**src/rtl/ssc_pkg.sv**
```systemverilog
// Shared sizing for the source-synchronous capture engine.
// Assumes the configuration map fits detectors, groups and terms in order.
package ssc_pkg;
    localparam int NUM_DET  = 4;
    localparam int NUM_GRP  = 2;
    localparam int GRP_W    = 16;
    localparam int NUM_QUAL = 2;
    localparam int NUM_TERM = 2;
    localparam int NUM_LIT  = NUM_GRP + NUM_QUAL;
    localparam int NUM_REG  = NUM_DET + NUM_GRP + NUM_TERM;
    localparam int CFG_AW   = $clog2(NUM_REG);
    localparam int CFG_DW   = (NUM_DET > NUM_LIT) ? NUM_DET : NUM_LIT;
endpackage

```
**src/rtl/ssc_sync.sv**
```systemverilog
// Two-stage synchronizer bank into the master clock domain.
// Assumes each bit is sampled independently; multi-bit data is expected
// to be stable around the strobe edge that qualifies it.
module ssc_sync #(
    parameter int W = 1
) (
    input  logic         clk,
    input  logic         rst_n,
    input  logic [W-1:0] d,
    output logic [W-1:0] q
);
    logic [W-1:0] meta;

    // Two flops in series per bit.
    always_ff @(posedge clk) begin
        if (!rst_n) begin
            meta <= '0;
            q    <= '0;
        end else begin
            meta <= d;
            q    <= meta;
        end
    end
endmodule

```
**src/rtl/ssc_edge_det.sv**
```systemverilog
// Edge detectors on synchronized lines: one-cycle hit per enabled edge.
// Assumes inputs are already in the master domain.
module ssc_edge_det #(
    parameter int N = 4
) (
    input  logic         clk,
    input  logic         rst_n,
    input  logic [N-1:0] line,
    input  logic [N-1:0] rise_en,
    input  logic [N-1:0] fall_en,
    output logic [N-1:0] hit
);
    logic [N-1:0] line_d;

    // Remember the previous level of each line.
    always_ff @(posedge clk) begin
        if (!rst_n) line_d <= '0;
        else        line_d <= line;
    end

    // Combine edge type with its enable.
    always_comb begin
        hit = (line & ~line_d & rise_en) | (~line & line_d & fall_en);
    end
endmodule

```
**src/rtl/ssc_clk_group.sv**
```systemverilog
// One clock group: gathers masked detector hits, completes when all are
// seen, latches and holds its data lane until cleared by a release.
// Assumes clear has priority over any completion in the same cycle.
module ssc_clk_group #(
    parameter int NDET = 4,
    parameter int W    = 16
) (
    input  logic            clk,
    input  logic            rst_n,
    input  logic [NDET-1:0] hit,
    input  logic [NDET-1:0] mask,
    input  logic [W-1:0]    data,
    input  logic            clear,
    output logic            done,
    output logic [W-1:0]    hold,
    output logic            ovr
);
    logic [NDET-1:0] seen;
    logic [NDET-1:0] seen_nx;
    logic            cmpl;
    logic            again;

    // Completion and repeat detection.
    always_comb begin
        seen_nx = seen | (hit & mask);
        cmpl    = (mask != '0) && ((seen_nx & mask) == mask);
        again   = |(hit & mask & seen);
    end

    // Seen set, done flag and held lane.
    always_ff @(posedge clk) begin
        if (!rst_n) begin
            seen <= '0;
            done <= 1'b0;
            hold <= '0;
        end else if (clear) begin
            seen <= '0;
            done <= 1'b0;
        end else if (cmpl) begin
            seen <= '0;
            done <= 1'b1;
            if (!done) hold <= data;
        end else begin
            seen <= seen_nx;
        end
    end

    // Sticky overrun flag.
    always_ff @(posedge clk) begin
        if (!rst_n) ovr <= 1'b0;
        else if (again || (cmpl && done)) ovr <= 1'b1;
    end
endmodule

```
**src/rtl/ssc_sample_eq.sv**
```systemverilog
// Sample equation: OR of product terms over literals; fires on its
// rising edge. Assumes an all-zero term select means the term is off.
module ssc_sample_eq #(
    parameter int NLIT  = 4,
    parameter int NTERM = 2
) (
    input  logic                       clk,
    input  logic                       rst_n,
    input  logic [NLIT-1:0]            lits,
    input  logic [NTERM-1:0][NLIT-1:0] sel,
    output logic                       fire
);
    logic [NTERM-1:0] term;
    logic             eq;
    logic             eq_d;

    // Product terms.
    for (genvar t = 0; t < NTERM; t++) begin : g_term
        assign term[t] = (sel[t] != '0) && ((lits & sel[t]) == sel[t]);
    end

    // Sum of terms.
    always_comb eq = |term;

    // Previous equation value for edge detection.
    always_ff @(posedge clk) begin
        if (!rst_n) eq_d <= 1'b0;
        else        eq_d <= eq;
    end

    // Rising edge of the equation.
    always_comb fire = eq & ~eq_d;
endmodule

```
**src/rtl/ssc_capture.sv**
```systemverilog
// Top of the capture engine: configuration registers, synchronizers,
// edge detectors, clock groups, sample equation and output register.
// Assumes all lines are slow enough to be oversampled by the master clock.
module ssc_capture
    import ssc_pkg::*;
#(
    parameter int N_DET  = NUM_DET,
    parameter int N_GRP  = NUM_GRP,
    parameter int LANE_W = GRP_W,
    parameter int N_QUAL = NUM_QUAL,
    parameter int N_TERM = NUM_TERM,
    parameter int AW     = CFG_AW,
    parameter int DW     = CFG_DW
) (
    input  logic                    clk,
    input  logic                    rst_n,
    input  logic                    cfg_we,
    input  logic [AW-1:0]           cfg_addr,
    input  logic [DW-1:0]           cfg_wdata,
    input  logic [N_DET-1:0]        edge_src,
    input  logic [N_GRP*LANE_W-1:0] data_in,
    input  logic [N_QUAL-1:0]       qual,
    output logic                    smp_valid,
    output logic [N_GRP*LANE_W-1:0] smp_data,
    output logic [N_GRP-1:0]        overrun
);
    localparam int NLIT  = N_GRP + N_QUAL;
    localparam int GBASE = N_DET;
    localparam int TBASE = N_DET + N_GRP;

    logic [N_DET-1:0]                rise_en, fall_en;
    logic [N_GRP-1:0][N_DET-1:0]     grp_mask;
    logic [N_TERM-1:0][NLIT-1:0]     term_sel;
    logic [N_DET-1:0]                src_s, hit;
    logic [N_GRP*LANE_W-1:0]         data_s;
    logic [N_QUAL-1:0]               qual_s;
    logic [N_GRP-1:0]                grp_done;
    logic [N_GRP-1:0][LANE_W-1:0]    grp_hold;
    logic                            fire;

    // Configuration register writes, decoded by address range.
    always_ff @(posedge clk) begin
        if (!rst_n) begin
            rise_en  <= '0;
            fall_en  <= '0;
            grp_mask <= '0;
            term_sel <= '0;
        end else if (cfg_we) begin
            for (int i = 0; i < N_DET; i++) begin
                if (cfg_addr == AW'(i)) begin
                    rise_en[i] <= cfg_wdata[0];
                    fall_en[i] <= cfg_wdata[1];
                end
            end
            for (int g = 0; g < N_GRP; g++) begin
                if (cfg_addr == AW'(GBASE + g)) grp_mask[g] <= cfg_wdata[N_DET-1:0];
            end
            for (int t = 0; t < N_TERM; t++) begin
                if (cfg_addr == AW'(TBASE + t)) term_sel[t] <= cfg_wdata[NLIT-1:0];
            end
        end
    end

    ssc_sync #(.W(N_DET)) i_sync_src (
        .clk(clk), .rst_n(rst_n), .d(edge_src), .q(src_s)
    );
    ssc_sync #(.W(N_GRP*LANE_W)) i_sync_data (
        .clk(clk), .rst_n(rst_n), .d(data_in), .q(data_s)
    );
    ssc_sync #(.W(N_QUAL)) i_sync_qual (
        .clk(clk), .rst_n(rst_n), .d(qual), .q(qual_s)
    );

    ssc_edge_det #(.N(N_DET)) i_edge (
        .clk(clk), .rst_n(rst_n), .line(src_s),
        .rise_en(rise_en), .fall_en(fall_en), .hit(hit)
    );

    for (genvar g = 0; g < N_GRP; g++) begin : g_grp
        ssc_clk_group #(.NDET(N_DET), .W(LANE_W)) i_grp (
            .clk   (clk),
            .rst_n (rst_n),
            .hit   (hit),
            .mask  (grp_mask[g]),
            .data  (data_s[g*LANE_W +: LANE_W]),
            .clear (fire),
            .done  (grp_done[g]),
            .hold  (grp_hold[g]),
            .ovr   (overrun[g])
        );
    end

    ssc_sample_eq #(.NLIT(NLIT), .NTERM(N_TERM)) i_eq (
        .clk(clk), .rst_n(rst_n), .lits({qual_s, grp_done}),
        .sel(term_sel), .fire(fire)
    );

    // Output register: merged word and one-cycle valid.
    always_ff @(posedge clk) begin
        if (!rst_n) begin
            smp_valid <= 1'b0;
            smp_data  <= '0;
        end else begin
            smp_valid <= fire;
            if (fire) smp_data <= grp_hold;
        end
    end
endmodule

```
**config.mk**
```make
export PLATFORM = sky130hd
export DESIGN_NAME = ssc_capture
export DESIGN_NICKNAME = d
export VERILOG_FILES = /design/src/rtl/ssc_pkg.sv /design/src/rtl/ssc_sync.sv /design/src/rtl/ssc_edge_det.sv /design/src/rtl/ssc_clk_group.sv /design/src/rtl/ssc_sample_eq.sv /design/src/rtl/ssc_capture.sv
export SDC_FILE = /design/constraint.sdc
export NUM_CORES = 1
export LEC_CHECK = 0
export CAP_MARGIN = 20
export CORE_UTILIZATION = 45
export DETAILED_ROUTE_END_ITERATION = 6
export DONT_BUFFER_PORTS = 1
export GPL_ROUTABILITY_DRIVEN = 0
export GPL_TIMING_DRIVEN = 1
export RECOVER_POWER = 50
export SLEW_MARGIN = 20
export SYNTH_ARGS = -nofsm -noshare
export SYNTH_HDL_FRONTEND = slang
export SYNTH_SLANG_ARGS = --single-unit
```
**constraint.sdc**
```tcl
create_clock -name clk -period 2.9 [get_ports clk]
set_input_delay 0.29 -clock clk [delete_from_list [all_inputs] [get_ports clk]]
set_output_delay 0.29 -clock clk [all_outputs]
set_load 0.05 [all_outputs]
```
* Word level (Yosys, flattened, before mapping)
Index checks and enable logic that the tools add are counted.
** Operators by class
- Equality and inequality tests :: 11
- Bitwise gates (word level) :: 23
- Reductions and logical operators :: 29
** Operators with widths (number)
- 4-bit bitwise AND :: 12
- 4-bit equality test :: 4
- 2-bit AND reduction :: 8
- 4-bit nonzero test :: 4
- 3-bit equality test (second input constant) :: 4
- 4-bit bitwise OR :: 3
- 4-bit inverter :: 2
- 4-bit OR reduction :: 2
- 3-bit by 2-bit equality test with 1-bit output (second input constant) :: 2
- 1-bit logical AND :: 6
- 3-bit AND reduction :: 2
- 3-bit OR reduction :: 2
- 1-bit inverter :: 5
- 2-bit OR reduction :: 2
- 3-bit by 1-bit equality test with 1-bit output (second input constant) :: 1
- 3-bit zero test :: 1
- 1-bit logical OR :: 2
- 1-bit bitwise AND :: 1
** Storage, ports and cells
- Register bits :: 182
- Output and inout port bits :: 35

* Depth between registers and ports, before layout
Gate-level depths: netlist of the first run.
- Depth in word-level cells :: 11
- Depth in mapped cells :: 9

* Modules after synthesis
A second synthesis of the first run with hierarchy kept.
** Unflattened totals
- Cell total of the unflattened synthesis :: 600
- Area total of the unflattened synthesis :: 6506.2 um^2
** Modules (own cells, without submodules)
- ssc_capture :: times used 1, cells an instance 198, area each 2238.4 um^2
- ssc_clk_group :: times used 2, cells an instance 103, area each 920.9 um^2
- ssc_sync (i_sync_data) :: times used 1, cells an instance 134, area each 1791.7 um^2
- ssc_sync (i_sync_src) :: times used 1, cells an instance 16, area each 210.2 um^2
- ssc_edge_det :: times used 1, cells an instance 20, area each 190.2 um^2
- ssc_sample_eq :: times used 1, cells an instance 18, area each 128.9 um^2
- ssc_sync (i_sync_qual) :: times used 1, cells an instance 8, area each 105.1 um^2

* Worst setup path before layout of the first run
OpenSTA, ideal clock, no wires.
- Path kind :: register -> register
- Start point :: register term_sel[7] in the netlist's numbering
- End point :: register g_grp[1].i_grp.hold[10]
- Data arrival time :: 1.754 ns
- Slack :: 1.075 ns
- Cell stages (with the launch flop) :: 8
- Path buffers :: 2
- Cell sequence :: dfxtp_1 nor4_2 nor3_1 o21ba_1 buf_6 nor4_4 buf_6 mux2i_1
** Between the ends
- Longest elaborated chain between the ends :: 7
- Elaborated cells between the ends (all ways) :: 8
- Classes of those cells :: 1 x eq/ne; 3 x bitwise; 4 x reduce/logical
** Ends and longest elaborated chain
- start, declared :: RTL line ssc_capture.sv:33 : logic [N_TERM-1:0][NLIT-1:0] term_sel;
- start signal, assigned by index :: RTL line ssc_capture.sv:59 : if (cfg_addr == AW'(TBASE + t)) term_sel[t] <= cfg_wdata[NLIT-1:0];
- 4-bit bitwise AND :: RTL line ssc_sample_eq.sv:19 : assign term[t] = (sel[t] != '0) && ((lits & sel[t]) == sel[t]);
- 4-bit equality test :: RTL line ssc_sample_eq.sv:19
- 1-bit logical AND (*) :: RTL line ssc_sample_eq.sv:19
- 2-bit OR reduction (*) :: RTL line ssc_sample_eq.sv:23 : always_comb eq = |term;
- 1-bit bitwise AND (*) :: RTL line ssc_sample_eq.sv:32 : always_comb fire = eq & ~eq_d;
- 1-bit inverter (no line) (*)
- 3-bit AND reduction (no line) (*)
- end signal, assigned :: RTL line ssc_clk_group.sv:42 : if (!done) hold <= data;
- end, declared :: RTL line ssc_clk_group.sv:15 : output logic [W-1:0] hold,
Mark *: on every way between the ends. The rest lies on a longest branch, timed or not.
A chain may end at the register's enable or synchronous reset.

* Worst setup path in the final report of the first run
- Start point :: register g_grp[0].i_grp.done
- End point :: register smp_data[19]
** Between the ends
- Longest elaborated chain between the ends :: 5
- Elaborated cells between the ends (all ways) :: 8
- Classes of those cells :: 2 x eq/ne; 3 x bitwise; 3 x reduce/logical
** Ends and longest elaborated chain
- start, declared :: RTL line ssc_clk_group.sv:14 : output logic done,
- start signal, assigned :: RTL line ssc_clk_group.sv:34 : done <= 1'b0;
- start signal, assigned :: RTL line ssc_clk_group.sv:38 : done <= 1'b0;
- start signal, assigned :: RTL line ssc_clk_group.sv:41 : done <= 1'b1;
- 4-bit bitwise AND :: RTL line ssc_sample_eq.sv:19
- 4-bit equality test :: RTL line ssc_sample_eq.sv:19
- 1-bit logical AND :: RTL line ssc_sample_eq.sv:19
- 2-bit OR reduction (*) :: RTL line ssc_sample_eq.sv:23
- 1-bit bitwise AND (*) :: RTL line ssc_sample_eq.sv:32
- end signal, assigned :: RTL line ssc_capture.sv:105 : if (fire) smp_data <= grp_hold;
- end, declared :: RTL line ssc_capture.sv:24 : output logic [N_GRP*LANE_W-1:0] smp_data,
Marks and branches as above.

==> results of run 1 <==
==> routing by layer <==
metal  up-vias  share of wire [%]  global-route usage [%]
met5         -                  0                       0
met4         0                1.4                   6.328
met3        11                5.6                   7.082
met2        78                 48                   29.12
met1      1898                 45                   20.83
li1       2023                  -                       -
==> final timing paths <==
check        slack (ns)         endpoint  cells past startpoint                start
min reg2reg        0.43  i_sync_src.q[2]                      1   i_sync_src.meta[2]
max reg2reg        0.72     smp_data[19]                      6  g_grp[0].i_grp.done
max                0.72     smp_data[19]                      6  g_grp[0].i_grp.done
min                0.02       fall_en[1]                      2         cfg_wdata[1]
==> worst register-to-register path, stage by stage (launching register included) <==
cell and delay (ns):
dfxtp_1 0.44, o22ai_1 0.13, nor3_1 0.25, o21ba_2 0.61
buf_12 0.28, mux2i_1 0.23, nor2_1 0.06
==> area by class of cell <==
| type | count | area share, % |
|---|---|---|
| flip-flops and latches | 182 | 49.21 |
| multi-input cells | 373 | 32.03 |
| repair buffers | 48 | 6.405 |
| clock buffers | 21 | 6.219 |
| well taps | 176 | 2.974 |
| clock inverters | 11 | 2.653 |
| inverters | 10 | 0.5070 |
==> layout by cell type, fill, tap and decap left out, types with 2 or more instances in the layout <==
master and n:
dfxtp_1 182, mux2i_1 88, nor2_1 70, nand2_1 69
and2_1 50, dlygate4sd3_1 43, and2_0 30, clkbuf_16 17
inv_1 10, a21oi_1 10, nand3_1 6, nand3b_1 5
nand2b_1 5, bufinv_16 5, nand4b_1 4, o22ai_1 4
nor3_1 4, nor3b_1 4, o21ai_2 3, nand4_1 3
clkbuf_1 3, nor4_2 2, nor4_1 2, or3_1 2
a31oi_1 2, o21a_1 2, clkinvlp_4 2, clkbuf_8 2
clkinv_4 2, buf_4 2
==> flip-flops by register name (all words and copies together) (netlist names) <==
name,count
i_sync_qual.meta,2
grp_mask,8
fall_en,4
rise_en,4
smp_data,32
i_eq.eq_d,1
g_grp.i_grp.hold,32
i_sync_src.q,4
g_grp.i_grp.done,2
i_sync_data.meta,32
g_grp.i_grp.seen,8
i_edge.line_d,4
smp_valid,1
i_sync_data.q,32
term_sel,8
g_grp.i_grp.ovr,2
i_sync_qual.q,2
i_sync_src.meta,4
==> metrics by stage <==
stage               util (%)  hold slack, ns  power [W]  cells  setup slack (ns)
floorplan                  -          0.3823   0.002869    600             1.075
global placement       47.31          0.4151   0.002883    745            0.7678
detailed placement     47.31          0.4169   0.002888    745            0.7167
CTS                    55.66        0.001162   0.005472    821            0.6919
global route           55.46        0.005988   0.005594    821            0.5096
finish                 55.46         0.02063   0.005413    821            0.7186
==> power breakdown <==
group / switching (W) / total (W) / internal, W
clock network: 0.000945 / 0.00252 / 0.00158
registers: 0.0000405 / 0.00261 / 0.00257
logic: 0.000136 / 0.000277 / 0.000142
total: 0.00112 / 0.00541 / 0.00429
==> kinds of logic after synthesis <==
kind of cell    Yosys count  synth area share (%)
compound gates           25                 2.597
buf+inv                  45                 3.322
flops                   182                 58.63
mux                      88                 14.17
simple gates            260                 21.28
==> flow_summary.json, run 1 <==
{
  "syn_avg_cell_area_sq_um": 10.36,
  "nNetsFinal": 680,
  "grt.total_usage_pct": 17.72,
  "placed_area_sq_um": 6315,
  "status": "complete, but fails checks",
  "synthTopCellsByCount": "182 x dfxtp_1, 88 x mux2i_1, 80 x and2_1, 70 x nor2_1, 69 x nand2_1",
  "fmax_mhz": 458.4,
  "die_y_um": 119.5,
  "finClkSkew_ns": 0.005570,
  "cts_tree": "built",
  "dieWidth_um": 119.5,
  "yosys.area.top_type_share_pct": 58.63,
  "fin_area_sq_um": 7403,
  "ys_top_cells_by_area": "dfxtp_1 59%, mux2i_1 14%, and2_1 8.1%, nor2_1 4.2%, nand2_1 4.2%",
  "synth_ff_type": "dfxtp_1",
  "synth-seq-area-share_pct": 58.63,
  "drt_iter0_markers": 221,
  "cp.required_ns": 3.14,
  "cts.hold.buffers_added": 44,
  "fin_crit_sh_pct": 75.22,
  "async_flop_share_pct": 0,
  "port-buffer-count": 0,
  "cts.sink_count": 182,
  "fill_cells": 1153,
  "slowest_stage": "o21ba_2",
  "tightest_slew_ns": 1.557,
  "numCtsBuffers": 17,
  "irDropWorstVdd_mv": 0.4367,
  "multiInputGateArea_sq_um": 2371,
  "routed_wl_mm": 11.99,
  "crit_chain": "o22ai_1, nor3_1, o21ba_2, buf_12, mux2i_1, nor2_1",
  "grt_max_degree": 88,
  "start_util_pct": 46.56,
  "cp-start-kind": "flop",
  "fin_crit_ns": 2.181,
  "synth_most_common_cell": "dfxtp_1",
  "critPathTopFamily": "compound AO/OA/AOI/OAI gates",
  "finalSetupViolations": 0,
  "first_global_vias": 3909,
  "core_area_sq_um": 13350,
  "ys_types": 35,
  "syn-instance-count": 600,
  "diodes": 0,
  "rows": 42,
  "grt_pass1_wl_mm": 19.46,
  "p_per_area_nw_per_um2": 731.2,
  "vias": 4010,
  "dieArea_sq_um": 14280,
  "detail_route.first_pass.iterations": 4,
  "seq_area_sq_um": 3643,
  "clk_latency_ns": 0.42,
  "worst-setup-path-type": "flop to flop",
  "ctsResizeCount": 0,
  "antenna_found_initial": 0,
  "slew_violations": 50,
  "rsz0062_at_grt": "false",
  "dp_hpwl_mm": 7.205,
  "wl_per_cell_um": 14.61,
  "drc": 0,
  "yosysWarnings": 0,
  "maxCapViolCount": 1,
  "hold_path.class": "input port to flop",
  "postCtsSetupRepairBufs": 0,
  "final_layout_size_suffix_gt1_share_pct": 6.512,
  "path_max_fanout": 21,
  "synth-edff-count": 0,
  "worst-path-buf-inv": 1,
  "grt_overflow": 0,
  "area_delta_synth_final_pct": 19.13,
  "leakage_nw": 2.818,
  "critPathMaxStageDelay_ns": 0.61,
  "cp.arrival_ns": 2.42,
  "syn_nets": 648,
  "cts_root_buf": "clkbuf_16",
  "synth_top_area_cell": "dfxtp_1",
  "drt.antenna.violating_nets": 0,
  "relSlewSlack_pct": -3.926,
  "ys_seq_elements": 182,
  "fin_setup_tns_ns": 0,
  "syn-cell-area_sq_um": 6215,
  "clk_path_buf_depth": 2,
  "htreeDepth": 4,
  "cts.clk_slew.worst_paths_ns": 0.06,
  "critPathCaptureType": "flop",
  "ios": 83,
  "vias_per_cell": 4.884,
  "hold_viol": 0,
  "violations": "capacitance limit, slew limit"
}
No activity file was read; power rests on OpenSTA's default activity.
==> run 2: changes to the inputs <==
--- a/config.mk
+++ b/config.mk
@@ -5,6 +5,7 @@
 export SDC_FILE = /design/constraint.sdc
 export NUM_CORES = 1
 export LEC_CHECK = 0
+export ABC_AREA = 1
 export CAP_MARGIN = 20
 export CORE_UTILIZATION = 45
 export DETAILED_ROUTE_END_ITERATION = 6
==> constraint.sdc (replaced) <==
create_clock -name clk -period 2.26 [get_ports clk]
set_input_delay 0.226 -clock clk [delete_from_list [all_inputs] [get_ports clk]]
set_output_delay 0.226 -clock clk [all_outputs]
set_load 0.05 [all_outputs]
==> run 2 against run 1 <==
- the flow now finishes without violations
- synthesized cell count grew 44%
- power is 34% higher
- clock skew hardly changed
- worst setup slack worse by 0.11 ns
- non-clock buffer count grew 19
- flip-flop and latch count did not move
- first-iteration DRC count increased by 55%
- critical path type unchanged
- critical endpoint is now smp_data[14]
- largest cell class unchanged
- highest routed layer unchanged
==> flow_summary.json, run 2 <==
{
  "status": "complete, no violations",
  "slowest_stage": "dfxtp_1",
  "clk_latency_ns": 0.43,
  "detail_route.first_pass.iterations": 4,
  "rr_worst_depth": 10,
  "placed_area_sq_um": 6560,
  "leakage_nw": 3.879,
  "cp_common_cell": "nand2_1",
  "slew_violations": 0,
  "pwr-share-clk_pct": 41.6,
  "fmax_mhz": 604.0,
  "worst-path-buf-inv": 2,
  "p_seq_share_pct": 49.3,
  "relSlewSlack_pct": 62.19,
  "syn-instance-count": 862,
  "synth-edff-count": 0,
  "drt_iter0_markers": 343,
  "rows": 43,
  "fin_crit_ns": 1.656,
  "core_area_sq_um": 13990,
  "finClkSkew_ns": 0.005926,
  "worstReg2RegStart": "g_grp[0].i_grp.done",
  "switchingPower_w": 0.001802,
  "cts_tree": "built",
  "hold_viol": 0,
  "ys_top_cells_by_area": "dfxtp_1 56%, nand2_1 14%, inv_1 8.6%, nor2_1 7.8%, nand3_1 3.5%",
  "postCtsSetupRepairBufs": 0,
  "clk_path_buf_depth": 2,
  "critPathTopFamily": "simple AND/OR/NAND/NOR gates",
  "port-buffer-count": 0,
  "power_frac_comb_pct": 9.1,
  "die_y_um": 122.2,
  "p_int_w": 0.005442,
  "nNetsFinal": 965,
  "cts.sink_count": 182,
  "worst-setup-path-type": "flop to flop",
  "wl_per_cell_um": 11.67,
  "htreeDepth": 4,
  "dieArea_sq_um": 14920,
  "dp_hpwl_mm": 7.619,
  "syn-cell-area_sq_um": 6496,
  "numCtsBuffers": 17,
  "netSwitchingFraction_pct": 24.88,
  "synth-seq-area-share_pct": 56.09,
  "fin_setup_tns_ns": 0,
  "reg2reg_slack_ns": 0.60,
  "yosysWarnings": 0,
  "crit_chain": "inv_2, nand2_1, nand2_1, nor2_2, nand2_2, a21oi_1, nand2_1, clkinv_2, nand2_1, nand2_1",
  "grt_max_degree": 117,
  "diodes": 0,
  "grt.total_usage_pct": 18.70,
  "cp.arrival_ns": 2.03,
  "path_max_fanout": 33,
  "vias_per_cell": 4.420,
  "syn_nets": 910,
  "cts.clk_slew.worst_paths_ns": 0.06,
  "cp.required_ns": 2.63,
  "critPathCaptureType": "flop",
  "yosys.area.top_type_share_pct": 56.09,
  "async_flop_share_pct": 0,
  "tightest_slew_ns": 0.5663,
  "hold_path.class": "input port to flop",
  "final_layout_size_suffix_gt1_share_pct": 6.237,
  "ys_seq_elements": 182,
  "synth_top_area_cell": "dfxtp_1",
  "irDropWorstVdd_mv": 0.5707,
  "area_delta_synth_final_pct": 20.26,
  "maxCapViolCount": 0,
  "vias": 4906,
  "design_power_total_w": 0.007244,
  "cts_root_buf": "clkbuf_16",
  "mostFrequentLayoutCell": "nand2_1",
  "layout_common_cells": "243 x nand2_1, 182 x dfxtp_1, 149 x inv_1, 135 x nor2_1, 62 x dlygate4sd3_1",
  "first_global_vias": 4476,
  "worstHoldPathCells": 2,
  "dieWidth_um": 122.2,
  "syn_avg_cell_area_sq_um": 7.536,
  "start_util_pct": 46.44,
  "antenna_found_initial": 0,
  "ios": 83,
  "rsz0062_at_grt": "false",
  "drt.antenna.violating_nets": 0,
  "fin_area_sq_um": 7812,
  "grt_pass1_wl_mm": 21.15,
  "synth_ff_type": "dfxtp_1",
  "min_from": "rst_n",
  "finalSetupViolations": 0,
  "critPathMaxStageDelay_ns": 0.41,
  "synthTopCellsByCount": "243 x nand2_1, 182 x dfxtp_1, 149 x inv_1, 135 x nor2_1, 46 x nand3_1",
  "grt_overflow": 0,
  "cp.depth": 10,
  "hold_path_end": "g_grp[1].i_grp.ovr",
  "p_per_area_nw_per_um2": 927.2,
  "drc": 0,
  "fin_crit_sh_pct": 73.26,
  "worst_r2r_endpoint": "smp_data[14]",
  "cp-startpoint": "g_grp[0].i_grp.done",
  "synth_most_common_cell": "nand2_1",
  "routed_wl_mm": 12.96,
  "ys_types": 22,
  "cp-start-kind": "flop"
}
run 2: cell families after synthesis:
| logic type | count (synthesis) | share of synthesized area [%] |
|---|---|---|
| and+or+nand+nor | 450 | 28.43 |
| DFF | 182 | 56.09 |
| AOI/OAI and AO/OA | 44 | 3.563 |
| buffers and inverters | 186 | 11.92 |
run 2: how the worst max path moves through the flow:
| stage | endpoint | slack [ns] |
|---|---|---|
| global placement | smp_data[20] | 0.59 |
| floorplan | g_grp[1].i_grp.hold[5] | 0.90 |
| global route | smp_data[17] | 0.37 |
| finish | smp_data[14] | 0.60 |
| CTS | smp_data[2] | 0.56 |
| detailed placement | smp_data[11] | 0.57 |
run 2: power groups by stage:
stage | registers, W | clock network [W] | logic [W]
floorplan | 0.00362 | 0 | 0.000505
global placement | 0.00364 | 0 | 0.000538
detailed placement | 0.00364 | 0 | 0.000543
CTS | 0.00357 | 0.00308 | 0.000671
global route | 0.00359 | 0.00320 | 0.000761
finish | 0.00357 | 0.00301 | 0.000660
run 2: worst register-to-register path, cell delays in order, from the launching register on:
cell	delay [ns]
dfxtp_1	0.41
inv_2	0.08
nand2_1	0.06
nand2_1	0.05
nor2_2	0.09
nand2_2	0.08
a21oi_1	0.17
nand2_1	0.09
clkinv_2	0.36
nand2_1	0.14
nand2_1	0.09
run 2: per-stage QoR:
step                hold WS (ns)  util, %  worst slack, ns  instances
floorplan                 0.3236        -           0.8968        862
global placement          0.3252    46.90           0.5926       1015
detailed placement        0.3274    46.90           0.5697       1015
CTS                      0.02369    55.88           0.5572       1110
global route             0.02294    55.85           0.3663       1110
finish                   0.03097    55.85           0.6044       1110
run 2: metal layers:
layer	wire (um)	vias to the layer above	GRT usage, %
met2	5919	81	30.40
met4	193	0	7.012
met3	619	16	6.414
met1	6225	2148	22.74
li1	-	2661	-
met5	0	-	0
run 2: timing repair:
action	CTS	global route
endpoints found under the hold margin	136	0
hold buffers	63	0
resized for setup	0	0
run 2: area by class of cell:
| class | instances | area (sq um) |
|---|---|---|
| Clock buffer | 20 | 456.7 |
| Clock inverter | 12 | 151.4 |
| Fill cell | 1302 | 6176 |
| Inverter | 155 | 583.1 |
| Multi-Input combinational cell | 494 | 2074 |
| Sequential cell | 182 | 3643 |
| Tap cell | 180 | 225.2 |
| Timing Repair Buffer | 67 | 678.2 |
